<file path="src/rtl/alu_pkg.sv">
package alu_pkg;

  typedef enum logic [3:0] {
    OP_ADD = 4'b0000,
    OP_INV = 4'b0001,
    OP_SUB = 4'b0010,
    OP_XOR = 4'b0100,
    OP_AND = 4'b1000,
    OP_SHR = 4'b1100,
    OP_SHL = 4'b1110
  } aluOp_e;

  typedef struct packed {
    logic invA;        // feed ~A into the adder row
    logic forceCin;    // inject a carry of 1 at bit 0
    logic killCarry;   // hold the whole carry chain at zero
    logic enSum;       // result from adder sum outputs
    logic enGen;       // result from generate terms (A AND B)
    logic enInv;       // result is ~A
    logic enShl;       // result is B << 1
    logic enShr;       // result is B >> 1
    logic carryValid;  // carry-out is meaningful
  } aluCtrl_t;

  localparam aluCtrl_t CTRL_IDLE = '{default: 1'b0};

endpackage

</file>
<file path="src/rtl/alu_ctrl.sv">
module alu_ctrl
  import alu_pkg::*;
(
  input  logic [3:0] opCode,
  output aluCtrl_t   ctrl
);

  always_comb begin
    ctrl = CTRL_IDLE;
    case (opCode)
      OP_ADD: begin
        ctrl.enSum      = 1'b1;
        ctrl.carryValid = 1'b1;
      end
      OP_SUB: begin
        ctrl.invA       = 1'b1;
        ctrl.forceCin   = 1'b1;
        ctrl.enSum      = 1'b1;
        ctrl.carryValid = 1'b1;
      end
      OP_XOR: begin
        ctrl.killCarry = 1'b1;
        ctrl.enSum     = 1'b1;
      end
      OP_AND: begin
        ctrl.killCarry = 1'b1;
        ctrl.enGen     = 1'b1;
      end
      OP_INV: begin
        ctrl.killCarry = 1'b1;
        ctrl.enInv     = 1'b1;
      end
      OP_SHL: begin
        ctrl.killCarry = 1'b1;
        ctrl.enShl     = 1'b1;
      end
      OP_SHR: begin
        ctrl.killCarry = 1'b1;
        ctrl.enShr     = 1'b1;
      end
      default: ctrl = CTRL_IDLE;
    endcase
  end

  // at most one result source is ever selected
  always_comb begin
    p_one_source_r9: assert ($onehot0({ctrl.enSum, ctrl.enGen, ctrl.enInv,
                                       ctrl.enShl, ctrl.enShr}))
      else $error("more than one result source selected");
  end

  // carry reported only when the chain is live
  always_comb begin
    p_carry_live_r8: assert (!(ctrl.carryValid && ctrl.killCarry))
      else $error("carry reported while chain squashed");
  end

endmodule

</file>
<file path="src/rtl/alu_bitcell.sv">
module alu_bitcell (
  input  logic aBit,
  input  logic bBit,
  input  logic cIn,
  input  logic killCarry,
  output logic prop,
  output logic gen,
  output logic sum,
  output logic cOut
);

  assign prop = aBit ^ bBit;
  assign gen  = aBit & bBit;
  assign sum  = prop ^ cIn;
  assign cOut = ~killCarry & (gen | (prop & cIn));

endmodule

</file>
<file path="src/rtl/alu_datapath.sv">
module alu_datapath
  import alu_pkg::*;
#(
  parameter int N = 8
) (
  input  logic [N-1:0] opA,
  input  logic [N-1:0] opB,
  input  logic         carryIn,
  input  aluCtrl_t     ctrl,
  output logic [N-1:0] result,
  output logic         carryOut
);

  localparam int MSB = N - 1;

  logic [N-1:0] aEff;
  logic [N:0]   carry;
  logic [N-1:0] propV, genV, sumV;

  assign aEff     = ctrl.invA ? ~opA : opA;
  assign carry[0] = ctrl.killCarry ? 1'b0 : (ctrl.forceCin ? 1'b1 : carryIn);

  for (genvar i = 0; i < N; i++) begin : g_row
    alu_bitcell u_cell (
      .aBit     (aEff[i]),
      .bBit     (opB[i]),
      .cIn      (carry[i]),
      .killCarry(ctrl.killCarry),
      .prop     (propV[i]),
      .gen      (genV[i]),
      .sum      (sumV[i]),
      .cOut     (carry[i+1])
    );
  end

  always_comb begin
    result = '0;
    if (ctrl.enSum) result = sumV;
    if (ctrl.enGen) result = genV;
    if (ctrl.enInv) result = ~opA;
    if (ctrl.enShl) result = {opB[MSB-1:0], 1'b0};
    if (ctrl.enShr) result = {1'b0, opB[MSB:1]};
  end

  assign carryOut = ctrl.carryValid ? carry[N] : 1'b0;

  // a squashed chain never produces a carry at the top
  always_comb begin
    p_chain_squashed_r3: assert (!ctrl.killCarry || (carry[N] == 1'b0))
      else $error("carry escaped a squashed chain");
  end

  // with the chain squashed the sum outputs equal the propagate terms
  always_comb begin
    p_sum_is_prop_r3: assert (!ctrl.killCarry || (sumV == propV))
      else $error("sum differs from propagate while squashed");
  end

endmodule

</file>
<file path="src/rtl/adder_alu.sv">
module adder_alu
  import alu_pkg::*;
#(
  parameter int N = 8
) (
  input  logic [N-1:0] opA,
  input  logic [N-1:0] opB,
  input  logic         carryIn,
  input  logic [3:0]   opCode,
  output logic [N-1:0] result,
  output logic         carryOut
);

  aluCtrl_t ctrl;

  alu_ctrl u_ctrl (
    .opCode(opCode),
    .ctrl  (ctrl)
  );

  alu_datapath #(.N(N)) u_dp (
    .opA     (opA),
    .opB     (opB),
    .carryIn (carryIn),
    .ctrl    (ctrl),
    .result  (result),
    .carryOut(carryOut)
  );

  logic isArith, isDefined;
  assign isArith   = (opCode == OP_ADD) || (opCode == OP_SUB);
  assign isDefined = isArith || (opCode == OP_XOR) || (opCode == OP_AND) ||
                     (opCode == OP_INV) || (opCode == OP_SHL) || (opCode == OP_SHR);


  always_comb begin
    p_cout_quiet_r8: assert (isArith || (carryOut == 1'b0))
      else $error("carry-out set on a non-arithmetic code");
  end


  always_comb begin
    p_undef_zero_r9: assert (isDefined || (result == '0))
      else $error("undefined code produced a nonzero result");
  end


  always_comb begin
    p_shl_fill_r6: assert ((opCode != OP_SHL) || (result[0] == 1'b0))
      else $error("left shift did not fill bit 0 with zero");
  end


  always_comb begin
    p_shr_fill_r7: assert ((opCode != OP_SHR) || (result[N-1] == 1'b0))
      else $error("right shift did not fill the top bit with zero");
  end

endmodule

</file>
<file path="config.mk">
export PLATFORM = sky130hd
export DESIGN_NAME = adder_alu
export DESIGN_NICKNAME = d
export VERILOG_FILES = /design/src/rtl/alu_pkg.sv /design/src/rtl/alu_ctrl.sv /design/src/rtl/alu_bitcell.sv /design/src/rtl/alu_datapath.sv /design/src/rtl/adder_alu.sv
export SDC_FILE = /design/constraint.sdc
export NUM_CORES = 1
export LEC_CHECK = 0
export ABC_AREA = 0
export ABC_CLOCK_PERIOD_IN_PS = 12150
export BUFFER_PORTS_ARGS = -buffer_cell sky130_fd_sc_hd__buf_2
export CORE_AREA = 2 2 43 45
export DETAILED_ROUTE_END_ITERATION = 8
export DIE_AREA = 0 0 45 47
export GPL_TIMING_DRIVEN = 0
export PLACE_DENSITY = 0.85
export SYNTH_ARGS = -nofsm -noshare
export SYNTH_HDL_FRONTEND = slang
export SYNTH_SLANG_ARGS = --single-unit
</file>
<file path="constraint.sdc">
create_clock -name vclk -period 12.15
set_input_delay 1.215 -clock vclk [all_inputs]
set_output_delay 1.215 -clock vclk [all_outputs]
set_load 0.1 [all_outputs]
</file>
==> impl_results.md <==
- Status: completed
- Global route overflow: 0
- Crit Path Category: input pin to primary output
- Die area: 0.00212 sq mm
- Post-DP HPWL: 1.83 mm
- Number of global-route vias before repair: 904
- FF/Latch Area: 0 sq um
- RSZ-0062 raised after global routing: no
- Share of layout cells above drive strength 1: 26.7%
- Final net count: 185
- Seq pwr share: 0%
- Peak per-stage delay on the critical path: 450 ps
- Syn_area_per_cell: 7.64 sq um
- Drt first pass iters: 4
- Fin cells: 163
- Crit path buffers/inverters: 4
- Worst EP required: 10930 ps
- Crit path DAT: 6800 ps
- Post-CTS sizing: 0
- Diode count: 0
- Max Slew Vio Count: 0
- Pin count of the biggest net entering global routing: 11
- Area occupied by multi-input gates: 833 sq um
- Synth Warn #: 0
- Setup-failing EPs final: 0
- Leak pwr: 0.539 nW
- Sequential fraction of the synthesis area: 0%
- Combinational power share: 100.0%
- Clkbuf count: 0
- Average routed wire per standard cell: 14.0 um
- DR iter-0 viols: 19
- Cells after DPL: 163
- Port buffer count: 29
- Hold crit path type: input pin to primary output
- Setup TNS: 0 ps
- Slowest CP cell: buf_2
- Maximum capacitance violations: 0
- Initial antenna violation count: 0
- Hold Violations, Final: 0
- Io pins: 30
- Slew HR: 67.8%
- Cell count after synthesis: 117
- Int Pwr: 0.0000196 W
- Routed Antenna Nets: 0
- DRC violations left: 0
- Tmin final: 8020 ps
- Fillers: 156
- Vias: 946
- Total Routing Usage GR: 23.7%
- Post-CTS setup buffers: 0
- Hold Buf Count CTS: 0
- Critical path capture point type: primary output
- Critical Path Source Type: input pin
- Area delta synth->final: 18.6%
- Via-to-Cell Ratio: 5.80
- Worst-Margin Slew: 486 ps
- Die Height: 47 um
- Core area: 0.00165 sq mm
- Fmax achieved: 125 MHz
- Die width: 45 um
- Pwr dens: 64.3 mW/mm^2
- Clock share of power: 0%
- RD Place Congestion: 0.902
- P_sw: 0.0000485 W
- CP most frequent cell: fa_1
- Period utilization: 66.0%
- CP max FO: 10
- Num rows: 15
- Netlist area before placement: 893 sq um
- Initial core utilization: 54.1%
- First-pass GRT wire length: 3.79 mm
- Syn_nets: 154
- VDD IR max: 0.0374 mV
- Largest delay share family, worst path: adder cells
- FF+latch count: 0
- Routed WL: 2.28 mm
- Post-synthesis cell type count: 36
- Switching Share: 71.2%
-- cell families after synthesis --
group	share of synthesized area, %
xor+xnor	7.84
fa+ha+maj	30.4
buf+inv	6.72
mux	6.72
simple gates	22.7
compound gates	25.6
-- routing by layer --
layer | track usage (%) | vias to the layer above | routed length [um]
li1 | - | 465 | -
met1 | 32.1 | 439 | 998
met2 | 42.9 | 42 | 1130
met3 | 1.54 | 0 | 150
met4 | 2.35 | 0 | 0
met5 | 0 | - | 0
-- stage by stage --
| step | worst slack, ps | hold slack, ps | power [W] | util (%) | area (sq um) |
|---|---|---|---|---|---|
| floorplan | 3490 | 2950 | 0.0000531 | - | 893 |
| global placement | 4290 | 2880 | 0.0000660 | 64.2 | 1060 |
| detailed placement | 4180 | 2880 | 0.0000677 | 64.2 | 1060 |
| CTS | 4160 | 2880 | 0.0000680 | 64.2 | 1060 |
| global route | 3800 | 2900 | 0.0000733 | 64.2 | 1060 |
| finish | 4130 | 2890 | 0.0000681 | 64.2 | 1060 |
-- area by class of cell --
cell class / instances / share of cell area [%]
timing repair buffer: 29 / 13.7
tap: 17 / 2.01
buffer: 7 / 3.54
multi-input combinational: 104 / 78.6
inverter: 6 / 2.13
-- cell usage after synthesis (2+ instances only) --
cell type   n  share of area [%]
a21oi_1    11                6.2
mux2i_1     6                6.7
a211oi_1    4                3.4
nor2_1     11                4.6
buf_4       2                1.7
fa_1        8                 18
xor2_1      8                7.8
inv_1       5                2.1
o21ai_0     5                2.8
o22a_1      4                3.9
and2_1      6                4.2
ha_1        8                 11
nand2_1    10                4.2
nor2b_1     4                2.8
buf_2       3                1.7
nand3_1     2                1.1
-- layout by cell type (no fill, tap or decap), drive strengths merged, types with 5 or more instances in the layout --
cell type,instances
buf,35
nor2,12
a21oi,12
nand2,10
xor2,8
fa,8
ha,8
and2,6
mux2i,6
inv,6
o21ai,5
-- worst min-delay path, cell delays in order --
cell and delay [ps]:
buf_2 90, a221oi_1 70, buf_2 290
-- power groups by stage --
stage | logic [W] | registers, W | clock network [W]
6_report | 0.0000681 | 0 | 0
5_1_grt | 0.0000733 | 0 | 0
4_1_cts | 0.0000680 | 0 | 0
3_5_place_dp | 0.0000677 | 0 | 0
3_3_place_gp | 0.0000660 | 0 | 0
2_1_floorplan | 0.0000531 | 0 | 0
-- path summary, 6_finish.rpt --
kind,start,to,slack [ps],depth (start not counted)
hold / removal,opA[5],result[5],2890,3
setup / recovery,opCode[3],result[7],4130,25
(Power assumes the default switching activity.)
